--- config.mk ---
export PLATFORM = sky130hd
export DESIGN_NAME = pipeline_code_combiner
export DESIGN_NICKNAME = d
export VERILOG_FILES = /design/src/rtl/pcc_pkg.sv /design/src/rtl/pcc_delay_line.sv /design/src/rtl/pcc_overlap_adder.sv /design/src/rtl/pipeline_code_combiner.sv
export SDC_FILE = /design/constraint.sdc
export NUM_CORES = 1
export LEC_CHECK = 0
export BUFFER_PORTS_ARGS = -buffer_cell sky130_fd_sc_hd__buf_2
export CAP_MARGIN = 10
export CORE_AREA = 10 10 105 70
export CTS_BUF_LIST = sky130_fd_sc_hd__clkbuf_8
export CTS_CLUSTER_DIAMETER = 50
export CTS_CLUSTER_SIZE = 30
export DETAILED_ROUTE_END_ITERATION = 8
export DIE_AREA = 0 0 115 80
export PLACE_DENSITY = 0.63
export SLEW_MARGIN = 25
export SYNTH_ARGS = -nofsm -noshare
export SYNTH_HDL_FRONTEND = slang
export SYNTH_SLANG_ARGS = --single-unit
--- constraint.sdc ---
create_clock -name clk -period 2.5 [get_ports clk]
set_input_delay 0.125 -clock clk [delete_from_list [all_inputs] [get_ports clk]]
set_output_delay 0.125 -clock clk [all_outputs]
set_load 0.1 [all_outputs]
--- src/rtl/pcc_pkg.sv ---
package pcc_pkg;

  // One stage decision: 2 bits, unsigned value 0..3.
  typedef logic [1:0] stage_code_t;

  // Left shift applied to stage idx; the last stage (flash) has weight 1,
  // each earlier stage doubles the weight of the next.
  function automatic int unsigned stage_weight_shift(input int unsigned n_stages,
                                                     input int unsigned idx);
    if (idx + 1 >= n_stages)
      return 0;
    return n_stages - 1 - idx;
  endfunction

endpackage

--- src/rtl/pcc_delay_line.sv ---
// Plain data delay without reset so that shift-register primitives can be used.
module pcc_delay_line #(
  parameter int WIDTH = 2,
  parameter int DEPTH = 1
) (
  input  logic             clk,
  input  logic [WIDTH-1:0] d,
  output logic [WIDTH-1:0] q
);

  logic [WIDTH-1:0] taps [DEPTH];

  always_ff @(posedge clk) begin
    taps[0] <= d;
    for (int k = 1; k < DEPTH; k++) begin
      taps[k] <= taps[k-1];
    end
  end

  assign q = taps[DEPTH-1];

endmodule

--- src/rtl/pcc_overlap_adder.sv ---
// Weighted sum of time-aligned stage codes with clipping to the output range.
module pcc_overlap_adder #(
  parameter int NUM_STAGES = 8
) (
  input  logic [2*NUM_STAGES-1:0] aligned,
  output logic [NUM_STAGES:0]     word
);
  import pcc_pkg::*;

  localparam int OUT_W = NUM_STAGES + 1;
  localparam int SUM_W = OUT_W + 1;
  localparam logic [SUM_W-1:0] MAX_WORD = {1'b0, {OUT_W{1'b1}}};

  logic [SUM_W-1:0] term [NUM_STAGES];
  logic [SUM_W-1:0] acc;

  genvar gi;
  generate
    for (gi = 0; gi < NUM_STAGES; gi++) begin : g_term
      stage_code_t code;
      assign code     = aligned[2*gi +: 2];
      assign term[gi] = SUM_W'(code) << stage_weight_shift(NUM_STAGES, gi);
    end
  endgenerate

  always_comb begin
    acc = '0;
    for (int i = 0; i < NUM_STAGES; i++) begin
      acc = acc + term[i];
    end
  end

  assign word = (acc > MAX_WORD) ? MAX_WORD[OUT_W-1:0] : acc[OUT_W-1:0];

endmodule

--- src/rtl/pipeline_code_combiner.sv ---
module pipeline_code_combiner #(
  parameter int NUM_STAGES = 8
) (
  input  logic                    clk,
  input  logic                    rst,
  input  logic                    in_valid,
  input  logic [2*NUM_STAGES-1:0] in_codes,
  output logic                    out_valid,
  output logic [NUM_STAGES:0]     out_word
);

  localparam int OUT_W  = NUM_STAGES + 1;
  localparam int VDEPTH = NUM_STAGES - 1;

  logic [2*NUM_STAGES-1:0] aligned;
  logic [VDEPTH-1:0]       vpipe;
  logic                    aligned_valid;
  logic [OUT_W-1:0]        corrected;

  // Stage i is delayed NUM_STAGES-1-i clocks; the last stage passes through.
  genvar gi;
  generate
    for (gi = 0; gi < NUM_STAGES; gi++) begin : g_align
      if (gi == NUM_STAGES - 1) begin : g_pass
        assign aligned[2*gi +: 2] = in_codes[2*gi +: 2];
      end else begin : g_dly
        pcc_delay_line #(
          .WIDTH (2),
          .DEPTH (NUM_STAGES - 1 - gi)
        ) u_dly (
          .clk (clk),
          .d   (in_codes[2*gi +: 2]),
          .q   (aligned[2*gi +: 2])
        );
      end
    end
  endgenerate

  // Strobe follows stage 0's path, with reset so flushed samples vanish.
  always_ff @(posedge clk) begin
    if (rst) begin
      vpipe <= '0;
    end else begin
      vpipe[0] <= in_valid;
      for (int k = 1; k < VDEPTH; k++) begin
        vpipe[k] <= vpipe[k-1];
      end
    end
  end

  assign aligned_valid = vpipe[VDEPTH-1];

  pcc_overlap_adder #(
    .NUM_STAGES (NUM_STAGES)
  ) u_sum (
    .aligned (aligned),
    .word    (corrected)
  );

  always_ff @(posedge clk) begin
    if (rst) begin
      out_valid <= 1'b0;
      out_word  <= '0;
    end else begin
      out_valid <= aligned_valid;
      if (aligned_valid) begin
        out_word <= corrected;
      end
    end
  end

endmodule

==> results.json <==
{
  "status": "complete, no violations",
  "synth_top_area_cell": "dfxtp_1",
  "fmax_ghz": 0.527,
  "p_int_mw": 1.76,
  "core.rowCount": 21,
  "hold_viol": 0,
  "worst_path_max_delay_cell": "or4_1",
  "swShare_pct": 23.4,
  "num_vias": 1203,
  "leakage_nw": 1.10,
  "place_inst": 248,
  "yosys.cell_count.top_type": "dfxtp_1",
  "grt_start_max_net_pins": 22,
  "ios": 29,
  "hold_class": "input port to flip-flop",
  "tightestPinTransition_ps": 501,
  "grt_pass1_wl_um": 5400,
  "rsz0062_at_grt": "no",
  "clk_pin_slew_ps": 80,
  "finalClockSkew_ps": 5.14,
  "yosys-top-cells-count": "dfxtp_1, a211oi_1, nor2_1",
  "syn-num-nets": 181,
  "ys_ff_latch": 73,
  "initial_core_util_pct": 36.9,
  "max_cap_violations": 0,
  "firstDrtPassIters": 4,
  "finalSetupViolCount": 0,
  "root_buffer": "clkbuf_8",
  "cts_made_buffers": 9,
  "cp-start-kind": "flip-flop",
  "clock-sinks": 73,
  "drc": 0,
  "dp_hpwl_um": 2100,
  "path_class": "flip-flop to flip-flop",
  "drive_gt1_share_pct": 23.2,
  "crit_path_end_kind": "flip-flop",
  "seq_area_frac_synth_pct": 73.1,
  "cts_max_path_buffers": 2,
  "fin_crit_ps": 1900,
  "grt_use_total_pct": 7.60,
  "max_slew_margin_pct": 66.8,
  "diodes": 0,
  "syn-cell-area_mm2": 0.00200,
  "netlist-cell-type-count": 28,
  "setup_tns_ps": 0,
  "htree_levels": 3,
  "port_buffers": 28,
  "seq_power_share_pct": 53.6,
  "required_ps": 2770,
  "power_frac_clock_pct": 41.0,
  "path_common_cell": "a211oi_1",
  "final_cells": 280,
  "synth_edf_count": 0,
  "core_mm2": 0.00541,
  "die_y_um": 80,
  "ys_warn_count": 0,
  "p_sw_mw": 0.535,
  "worstPathCellList": "ha_1, fa_1, nand3_1, a211oi_1, or4_1, a211oi_1",
  "yosys.area.top_type_share_pct": 73.1,
  "comb_power_share_pct": 5.5,
  "vias_per_cell": 4.30,
  "first_global_vias": 1187,
  "period_share_pct": 75.8,
  "drv_slew": 0,
  "grt.overflow.total": 0,
  "die_w_um": 115,
  "antenna_found_initial": 0,
  "wl_um": 3140,
  "first_iter_violations": 36,
  "peakVddDrop_uv": 437,
  "synth_area_leaders": "dfxtp_1, ha_1, a211oi_1",
  "power.density_mw_per_mm2": 887,
  "clock_latency_ps": 340,
  "cp_data_arrival_time_ps": 2160,
  "synthToLayoutAreaGrowth_pct": 29.2,
  "slowest_delay_ps": 500,
  "wire_per_inst_um": 11.2,
  "dieArea_mm2": 0.00920,
  "ys_async_sr_fraction_pct": 0,
  "ant_nets": 0,
  "syn_inst": 154,
  "path_max_fanout": 3,
  "routabilityCongestion": 0.733,
  "synth_area_per_cell_um2": 13.0,
  "cts_tree": "done",
  "final_nets": 233,
  "synthFlopType": "dfxtp_1"
}
power by group through the flow:
stage	sequential [mW]	combinational, mW	clock [mW]
floorplan	1.26	0.0668	0
global placement	1.25	0.105	0
detailed placement	1.26	0.106	0
CTS	1.23	0.125	0.980
global route	1.23	0.142	1.03
finish	1.23	0.125	0.939
layout make-up:
| class | count | area [um2] |
|---|---|---|
| fillers | 482 | 2830 |
| flip-flops and latches | 73 | 1460 |
| multi-input cells | 71 | 499 |
| repair buffers | 44 | 300 |
| clock buffers | 9 | 124 |
| well taps | 69 | 86.3 |
| clock inverters | 7 | 83.8 |
| inverters | 7 | 26.3 |
path summary, 6_finish.rpt:
kind | from | to | slack (ps) | depth (start not counted)
worst min register to register | g_align[0].g_dly.u_dly.taps[5][0] | g_align[0].g_dly.u_dly.taps[6][0] | 330 | 0
worst max register to register | g_align[6].g_dly.u_dly.taps[0][0] | out_word[7] | 600 | 6
worst max-delay path | g_align[6].g_dly.u_dly.taps[0][0] | out_word[7] | 600 | 6
worst min-delay path | rst | vpipe[5] | 170 | 2
critical path, delay by kind of cell (launching register included):
family	cells	cell delay [ps]
fa+ha+maj	2	630
simple gates	2	620
flops	1	300
compound gates	2	270
logic make-up (layout without fill, tap and decap cells):
family	count (synthesis)	in the layout	share of synthesized area [%]
buf+inv	10	67	1.88
compound gates	26	26	9.33
xor+xnor	3	3	1.32
simple gates	34	34	8.95
fa+ha+maj	8	8	5.38
flops	73	73	73.1
through the flow:
step | instance area, um2 | utilization, % | hold slack [ps] | power, mW | setup WS [ps]
floorplan | 2000 | - | 153 | 1.33 | 693
global placement | 2210 | 40.9 | 227 | 1.36 | 626
detailed placement | 2210 | 40.9 | 229 | 1.36 | 605
CTS | 2580 | 47.7 | 144 | 2.33 | 588
global route | 2580 | 47.7 | 170 | 2.40 | 486
finish | 2580 | 47.7 | 166 | 2.29 | 604
routing by layer:
metal | track usage (%) | share of wire (%) | wire (um)
met1 | 8.79 | 48 | 1520
met5 | 0 | 0 | 0
met3 | 5.41 | 10 | 323
met4 | 4.43 | 1.6 | 51
met2 | 9.92 | 40 | 1240
what timing repair did:
item                      CTS  global route
hold buffers               16             0
hold endpoints to repair   16             0
gates resized for setup     0             0
setup buffers               0             0
sequential cells by signal (all words and copies together), names as in the netlist:
| signal | count |
|---|---|
| g_align.g_dly.u_dly.taps | 56 |
| out_valid | 1 |
| out_word | 9 |
| vpipe | 7 |
cells in the final DEF (no fill, tap or decap), types with 3 or more instances in the layout:
cell type,count
clkbuf_8,9
a21oi_1,4
nand3_1,3
inv_1,7
dfxtp_1,73
nor3_1,3
o21ai_0,4
a211oi_1,10
nor2_1,10
buf_2,28
dlygate4sd3_1,16
inv_6,4
nor2b_1,8
ha_1,7
(Power assumes the default switching activity.)
